### src/rtl/twi_rx_pkg.sv
package twi_rx_pkg;

    localparam int BYTE_BITS = 8;

    typedef enum logic [1:0] {
        RX_IDLE = 2'd0,
        RX_DATA = 2'd1,
        RX_ACK  = 2'd2
    } rx_state_e;

    typedef struct packed {
        logic start;
        logic stop;
        logic scl_rise;
        logic scl_fall;
        logic sda;
    } bus_evt_t;

    function automatic logic [BYTE_BITS-1:0] shift_msb_first(
        input logic [BYTE_BITS-1:0] cur,
        input logic                 bit_in
    );
        return {cur[BYTE_BITS-2:0], bit_in};
    endfunction

endpackage

### src/rtl/twi_glitch_filter.sv
module twi_glitch_filter #(
    parameter int FILT_CYCLES = 7,
    parameter int SYNC_STAGES = 2
) (
    input  logic clk,
    input  logic rst,
    input  logic din,
    output logic dout
);
    localparam int CW = $clog2(FILT_CYCLES + 2);

    logic [SYNC_STAGES-1:0] sync_q;
    logic [CW-1:0]          run_cnt;
    logic                   level_q;
    logic                   sampled;

    assign sampled = sync_q[SYNC_STAGES-1];
    assign dout    = level_q;

    always_ff @(posedge clk) begin
        if (rst) begin
            sync_q  <= '1;
            run_cnt <= '0;
            level_q <= 1'b1;
        end else begin
            sync_q <= {sync_q[SYNC_STAGES-2:0], din};
            if (sampled == level_q) begin
                run_cnt <= '0;
            end else if (run_cnt == CW'(FILT_CYCLES)) begin
                level_q <= sampled;
                run_cnt <= '0;
            end else begin
                run_cnt <= run_cnt + 1'b1;
            end
        end
    end

endmodule

### src/rtl/twi_cond_detect.sv
module twi_cond_detect
    import twi_rx_pkg::*;
(
    input  logic     clk,
    input  logic     rst,
    input  logic     scl_f,
    input  logic     sda_f,
    output bus_evt_t evt
);
    logic scl_q;
    logic sda_q;

    always_ff @(posedge clk) begin
        if (rst) begin
            scl_q <= 1'b1;
            sda_q <= 1'b1;
        end else begin
            scl_q <= scl_f;
            sda_q <= sda_f;
        end
    end

    always_comb begin
        evt.start    = scl_f & scl_q & sda_q & ~sda_f;
        evt.stop     = scl_f & scl_q & ~sda_q & sda_f;
        evt.scl_rise = scl_f & ~scl_q;
        evt.scl_fall = ~scl_f & scl_q;
        evt.sda      = sda_f;
    end

endmodule

### src/rtl/twi_byte_shifter.sv
module twi_byte_shifter
    import twi_rx_pkg::*;
(
    input  logic                 clk,
    input  logic                 rst,
    input  bus_evt_t             evt,
    output logic                 sda_oe,
    output logic                 byte_valid,
    output logic [BYTE_BITS-1:0] byte_data
);
    localparam int BCW = $clog2(BYTE_BITS + 1);

    rx_state_e            state;
    logic [BCW-1:0]       bit_cnt;
    logic [BYTE_BITS-1:0] shreg;

    always_ff @(posedge clk) begin
        if (rst) begin
            state      <= RX_IDLE;
            bit_cnt    <= '0;
            shreg      <= '0;
            sda_oe     <= 1'b0;
            byte_valid <= 1'b0;
            byte_data  <= '0;
        end else begin
            byte_valid <= 1'b0;
            if (evt.start) begin
                state   <= RX_DATA;
                bit_cnt <= '0;
                sda_oe  <= 1'b0;
            end else if (evt.stop) begin
                state   <= RX_IDLE;
                bit_cnt <= '0;
                sda_oe  <= 1'b0;
            end else begin
                unique case (state)
                    RX_DATA: begin
                        if (evt.scl_rise && bit_cnt != BCW'(BYTE_BITS)) begin
                            shreg   <= shift_msb_first(shreg, evt.sda);
                            bit_cnt <= bit_cnt + 1'b1;
                        end else if (evt.scl_fall && bit_cnt == BCW'(BYTE_BITS)) begin
                            sda_oe  <= 1'b1;
                            bit_cnt <= '0;
                            state   <= RX_ACK;
                        end
                    end
                    RX_ACK: begin
                        if (evt.scl_fall) begin
                            sda_oe     <= 1'b0;
                            byte_valid <= 1'b1;
                            byte_data  <= shreg;
                            state      <= RX_DATA;
                        end
                    end
                    default: begin
                        bit_cnt <= '0;
                    end
                endcase
            end
        end
    end

endmodule

### src/rtl/twi_standby_ctl.sv
module twi_standby_ctl (
    input  logic clk,
    input  logic rst,
    input  logic start,
    input  logic stop,
    input  logic busy_in,
    output logic standby
);
    logic sleep_pend;

    always_ff @(posedge clk) begin
        if (rst) begin
            standby    <= 1'b1;
            sleep_pend <= 1'b0;
        end else if (start) begin
            standby    <= 1'b0;
            sleep_pend <= 1'b0;
        end else if (stop || sleep_pend) begin
            if (!busy_in) begin
                standby    <= 1'b1;
                sleep_pend <= 1'b0;
            end else begin
                sleep_pend <= 1'b1;
            end
        end
    end

endmodule

### src/rtl/twi_target_rx.sv
module twi_target_rx
    import twi_rx_pkg::*;
#(
    parameter int FILT_CYCLES = 7,
    parameter int SYNC_STAGES = 2
) (
    input  logic       clk,
    input  logic       rst,
    input  logic       scl_in,
    input  logic       sda_in,
    input  logic       busy_in,
    output logic       sda_oe,
    output logic       byte_valid,
    output logic [7:0] byte_data,
    output logic       standby
);
    localparam int N_LINES = 2;

    logic [N_LINES-1:0] raw_lines;
    logic [N_LINES-1:0] filt_lines;
    bus_evt_t           evt;

    assign raw_lines = {sda_in, scl_in};

    for (genvar g = 0; g < N_LINES; g++) begin : g_filt
        twi_glitch_filter #(
            .FILT_CYCLES(FILT_CYCLES),
            .SYNC_STAGES(SYNC_STAGES)
        ) u_filt (
            .clk  (clk),
            .rst  (rst),
            .din  (raw_lines[g]),
            .dout (filt_lines[g])
        );
    end

    twi_cond_detect u_cond (
        .clk   (clk),
        .rst   (rst),
        .scl_f (filt_lines[0]),
        .sda_f (filt_lines[1]),
        .evt   (evt)
    );

    twi_byte_shifter u_shift (
        .clk        (clk),
        .rst        (rst),
        .evt        (evt),
        .sda_oe     (sda_oe),
        .byte_valid (byte_valid),
        .byte_data  (byte_data)
    );

    twi_standby_ctl u_stby (
        .clk     (clk),
        .rst     (rst),
        .start   (evt.start),
        .stop    (evt.stop),
        .busy_in (busy_in),
        .standby (standby)
    );

endmodule

### config.mk
export PLATFORM = sky130hd
export DESIGN_NAME = twi_target_rx
export DESIGN_NICKNAME = d
export VERILOG_FILES = /design/src/rtl/twi_rx_pkg.sv /design/src/rtl/twi_glitch_filter.sv /design/src/rtl/twi_cond_detect.sv /design/src/rtl/twi_byte_shifter.sv /design/src/rtl/twi_standby_ctl.sv /design/src/rtl/twi_target_rx.sv
export SDC_FILE = /design/constraint.sdc
export NUM_CORES = 1
export LEC_CHECK = 0
export CORE_ASPECT_RATIO = 0.8
export CORE_MARGIN = 2
export CORE_UTILIZATION = 55
export DETAILED_ROUTE_END_ITERATION = 16
export PLACE_DENSITY = 0.74
export SYNTH_ARGS = -nofsm -noshare
export SYNTH_HDL_FRONTEND = slang
export SYNTH_SLANG_ARGS = --single-unit
### constraint.sdc
create_clock -name clk -period 1.93 [get_ports clk]
set_input_delay 0.386 -clock clk [delete_from_list [all_inputs] [get_ports clk]]
set_output_delay 0.386 -clock clk [all_outputs]
set_load 0.02 [all_outputs]
* Word level (Yosys, flattened, before mapping)
Index checks and enable logic that the tools add are counted.
** Word-level totals
- Register bits :: 42
- Bits of input ports :: 5
** Operators by class
- $add $sub $neg :: 3
- Equality and inequality tests :: 16
- Muxes and demuxes :: 18
- Bitwise operators :: 16
- Reductions and logical operators :: 19
** Operator list (count)
- 4-bit AND reduction :: 4
- 4-bit by 1-bit adder with 4-bit output, second input constant :: 3
- 1-bit 2-to-1 mux :: 10
- 1-bit inverter :: 9
- 3-bit OR reduction :: 3
- 4-bit by 3-bit equality test with 1-bit output, second input constant :: 2
- 4-bit 2-to-1 mux :: 2
- 4-bit by 1-bit inequality test with 1-bit output, second input constant :: 2
- 4-bit one-hot mux with 2 select lines :: 1
- 2-bit AND reduction :: 4
- 1-bit AND :: 7
- 2-bit 2-to-1 mux :: 3
- 2-bit by 1-bit inequality test with 1-bit output, second input constant :: 3
- 4-bit equality test, second input constant :: 1
- 4-bit by 2-bit inequality test with 1-bit output, second input constant :: 1
- 4-bit inequality test, second input constant :: 1
- 2-bit one-hot mux with 2 select lines :: 1
- 2-bit nonzero test :: 2
- 4-bit nonzero test :: 1
- 4-bit OR reduction :: 1
- 3-bit by 1-bit inequality test with 1-bit output, second input constant :: 1
- 1-bit equality test :: 2
- 2-bit by 1-bit equality test with 1-bit output, second input constant :: 1
- 2-bit equality test, second input constant :: 1
- 5 further kinds :: 6

* Longest topological paths before layout
- Depth after elaboration :: 8
- Mapped depth :: 7
- Gate-level depth less buffers :: 6

* Modules after synthesis
Synthesis repeated with hierarchy kept, for this count alone.
** Unflattened totals
- Cell total of the unflattened synthesis :: 182
- Area total of the unflattened synthesis :: 1712.9 sq um
** Modules (own cells, without submodules)
- twi_byte_shifter :: instances 1, cells an instance 120, area each 1037.2 sq um
- twi_glitch_filter :: instances 2, cells an instance 23, area each 252.7 sq um
- twi_cond_detect :: instances 1, cells an instance 9, area each 92.6 sq um
- twi_standby_ctl :: instances 1, cells an instance 7, area each 77.6 sq um

* Least setup slack after synthesis
Ideal clock, no wire load.
- Kind :: register to register
- From :: reg u_shift.state[1]
- To :: reg u_shift.state[0]
- Library setup time :: 0.122 ns
- Arrival :: 1.592 ns
- Setup slack :: 0.217 ns
- Cell stages (with the launch flop) :: 7
- Cell sequence :: dfxtp_1 > inv_1 > ha_1 > or2_1 > a221oi_2 > o221ai_1 > o311a_1
** Between the ends
- Word-level cells in the longest chain between the ends :: 4
- Elaborated cells on any way between the ends :: 10
- Classes of those cells :: 5 x eq/ne; 3 x mux; 2 x reduce/logical
** RTL lines
- start, declared :: line twi_byte_shifter.sv:13 : rx_state_e state;
- start signal, assigned :: line twi_byte_shifter.sv:19 : state <= RX_IDLE;
- start signal, assigned :: line twi_byte_shifter.sv:28 : state <= RX_DATA;
- start signal, assigned :: line twi_byte_shifter.sv:32 : state <= RX_IDLE;
- 2-bit equality test or 2-bit by 1-bit equality test with 1-bit output (tied branches) :: line twi_byte_shifter.sv:36 : unique case (state)
- 2-bit one-hot mux with 2 select lines :: line twi_byte_shifter.sv:36
- 1-bit 2-to-1 mux :: line twi_byte_shifter.sv:31 : end else if (evt.stop) begin
- 1-bit 2-to-1 mux :: line twi_byte_shifter.sv:27 : if (evt.start) begin
Parallel ways exist; a longest one is shown, timed or not.
A chain may end at the register's enable or synchronous reset.

* Final worst setup path
Ends and elaborated chain as after synthesis.

==> flow_metrics.env <==
export IMPL_placement_io_buffers=15
export IMPL_synth_async_reset_ratio_pct=0
export IMPL_grt_pass1_vias=1175
export IMPL_crit_path_max_fanout=5
export IMPL_core_area_um2=3040
export IMPL_start_kind="flip-flop"
export IMPL_finalClockSkew_ns=0.00249
export IMPL_die_y_um=54.0
export IMPL_layout_common_cells="dfxtp_1, nand2_1, a21oi_1, clkdlybuf4s50_1, nor2_1"
export IMPL_power_density_nw_per_um2=867
export IMPL_initial_core_util_pct=56.5
export IMPL_grt_max_degree=23
export IMPL_cts_sinks=41
export IMPL_switchingPower_w=0.000406
export IMPL_synth_seq_area_share_pct=47.7
export IMPL_path_buf_inv=1
export IMPL_r2r_end="u_shift.state[0]"
export IMPL_synth_distinct_cells=39
export IMPL_p_leak_nw=0.753
export IMPL_cp_end_kind="flip-flop"
export IMPL_r2r_start="u_shift.state[1]"
export IMPL_cp_top_family="compound AO/OA/AOI/OAI gates"
export IMPL_dp_hpwl_mm=2.19
export IMPL_cpMaxStageDelayCell="dfxtp_1"
export IMPL_drv_slew=0
export IMPL_drc=0
export IMPL_p_int_w=0.00133
export IMPL_synth_edff_count=0
export IMPL_syn_area_um2=1720
export IMPL_worstSetupPathType="flip-flop to flip-flop"
export IMPL_antenna_left=0
export IMPL_synth_top_family_by_area="simple AND/OR/NAND/NOR gates"
export IMPL_grt_pass1_wl_mm=5.15
export IMPL_yosys_warnings=0
export IMPL_cts_tree="done"
export IMPL_drt_pass1_iter_count=4
export IMPL_grt_remaining_overflow=0
export IMPL_slew_headroom_pct=70.0
export IMPL_viasPerCell=5.26
export IMPL_p_seq_share_pct=50.4
export IMPL_hold_path_end="g_filt[0].u_filt.sync_q[1]"
export IMPL_wire_per_inst_um=12.4
export IMPL_fin_setup_tns_ns=0
export IMPL_hp_class="flip-flop to flip-flop"
export IMPL_grt_use_total_pct=19.5
export IMPL_clk_latency_ns=0.28
export IMPL_period_needed_ns=1.71
export IMPL_std_cell_rows=18
export IMPL_cts_hold_buffers_added=0
export IMPL_rsz0062_at_grt="false"
export IMPL_nets=221
export IMPL_period_share_pct=88.4
export IMPL_cap_violations=0
export IMPL_final_hold_violation_count=0
export IMPL_cts_resized=0
export IMPL_setup_violations=0
export IMPL_power_switching_share_pct=23.3
export IMPL_synth_mux_area_share_pct=1.82
export IMPL_pwr_share_clk_pct=37.2
export IMPL_ir_worst_vdd_mv=0.565
export IMPL_dp_cells=243
export IMPL_outcome="finished clean"
export IMPL_n_antenna_cell=0
export IMPL_place_congestion=0.826
export IMPL_ys_ff_latch=41
export IMPL_max_freq_ghz=0.586
export IMPL_synth_compound_area_share_pct=14.0
export IMPL_worstPathArrival_ns=1.88
export IMPL_cts_root_buf="clkbuf_8"
export IMPL_num_vias=1316
export IMPL_nFillCells=252
export IMPL_placed_area_um2=1900
export IMPL_dieArea_um2=3590
export IMPL_yosys_area_share_simple_pct=24.2
export IMPL_layout_cells_non_filler=250
export IMPL_crit_required_ns=2.10
export IMPL_cts_setup_buffers=0
export IMPL_tightest_slew_ns=0.447
export IMPL_path_clk_slew_ns=0.07
export IMPL_cts_made_buffers=5
export IMPL_synth_adder_area_share_pct=4.37
export IMPL_combPwrFrac_pct=12.4
export IMPL_reg2reg_depth=6
export IMPL_fin_area_um2=2010
export IMPL_chipWidth_um=66.5
export IMPL_syn_to_final_growth_pct=16.8
export IMPL_layout_commonest_cell="dfxtp_1"
export IMPL_drt_iter0_drc=51
export IMPL_synthCells=193
export IMPL_min_path_cells=1
export IMPL_r2r_setup_slack_ns=0.22
export IMPL_cp_cell_sequence="inv_1 > ha_1 > or2_1 > a221oi_2 > o221ai_1 > o311a_1"
export IMPL_htree_levels=2
export IMPL_min_from="g_filt[0].u_filt.sync_q[0]"
export IMPL_postSynthAreaPerCell_um2=8.91
export IMPL_clockBufferDepth=2
export IMPL_antenna_found_initial=0
export IMPL_synth_xor_area_share_pct=3.57
export IMPL_pre_cts_ws_ns=0.226
export IMPL_io_pins=16
export IMPL_fin_ws_ns=0.224
export IMPL_max_stage_delay_ns=0.38
export IMPL_drt_total_wl_mm=3.10
export IMPL_layout_drive_gt1_share_pct=11.0
export IMPL_synth_fp_nets=204
export IMPL_ys_flop_type="dfxtp_1"
synthesized netlist by cell type, types with 2 or more instances:
library cell | instances | area (um^2)
a211oi_1 | 2 | 15.0
a21oi_1 | 20 | 100
a221oi_2 | 2 | 30.0
a22oi_1 | 2 | 15.0
and3b_1 | 2 | 17.5
buf_2 | 3 | 15.0
clkbuf_1 | 4 | 15.0
dfxtp_1 | 41 | 821
ha_1 | 6 | 75.1
inv_1 | 10 | 37.5
mux2i_1 | 2 | 20.0
nand2_1 | 30 | 113
nand2b_1 | 3 | 18.8
nand3_1 | 12 | 60.1
nor2_1 | 13 | 48.8
nor3_1 | 3 | 15.0
o21ai_0 | 4 | 20.0
o21bai_1 | 2 | 15.0
or2_2 | 6 | 37.5
or3_1 | 2 | 12.5
xnor2_1 | 5 | 43.8
xor2_1 | 2 | 17.5
stage by stage:
stage                     total power (W)  utilization (%)  hold slack [ns]
after global placement            0.00110             62.6            0.391
after global routing              0.00182             66.0            0.433
after CTS                         0.00176             66.0            0.417
after detailed placement          0.00111             62.6            0.398
final                             0.00174             66.0            0.414
after floorplan                   0.00105                -            0.389
registers in the layout (all words and copies together) (netlist names):
name and cells:
g_filt.u_filt.sync_q 4, u_shift.byte_data 8, u_shift.byte_valid 1, g_filt.u_filt.dout 2, u_shift.shreg 8, u_shift.bit_cnt 4
u_cond.sda_q 1, u_shift.state 2, g_filt.u_filt.run_cnt 8, u_stby.sleep_pend 1, u_cond.scl_q 1, u_stby.standby 1
kinds of logic (layout without fill, tap and decap cells):
group	Yosys count	count (layout)
compound gates	38	38
simple gates	80	80
buf+inv	18	35
fa+ha+maj	6	6
xor+xnor	7	7
mux	3	3
flops	41	41
power groups by stage:
stage	registers (W)	clock network [W]	logic [W]
floorplan	0.000902	0	0.000152
finish	0.000877	0.000647	0.000216
global placement	0.000896	0	0.000205
detailed placement	0.000897	0	0.000217
CTS	0.000877	0.000665	0.000218
global route	0.000880	0.000702	0.000239
per-layer routing:
metal / global-route usage (%) / share of wire [%]
met3: 4.60 / 3.9
met2: 32.5 / 47
met1: 23.9 / 47
met5: 0 / 0
met4: 9.86 / 1.4
area by class of cell:
class,count,area [um^2],share of cell area [%]
Clock buffer,5,68.8,3.43
Sequential cell,41,821,40.9
Multi-Input combinational cell,134,823,41.0
Tap cell,40,50.0,2.49
Inverter,10,37.5,1.87
Clock inverter,2,35.0,1.74
Timing Repair Buffer,18,173,8.60
worst max path at each step:
stage,from,end,slack [ns],cells after the start
2_1_floorplan,u_shift.state[1],u_shift.state[0],0.22,6
3_3_place_gp,u_shift.state[1],u_shift.state[0],0.31,6
3_5_place_dp,u_shift.state[1],u_shift.state[0],0.23,6
4_1_cts,u_shift.state[1],u_shift.state[0],0.21,6
5_1_grt,u_shift.state[1],u_shift.state[0],0.13,6
6_report,u_shift.state[1],u_shift.state[0],0.22,6
(Power assumes the default switching activity.)
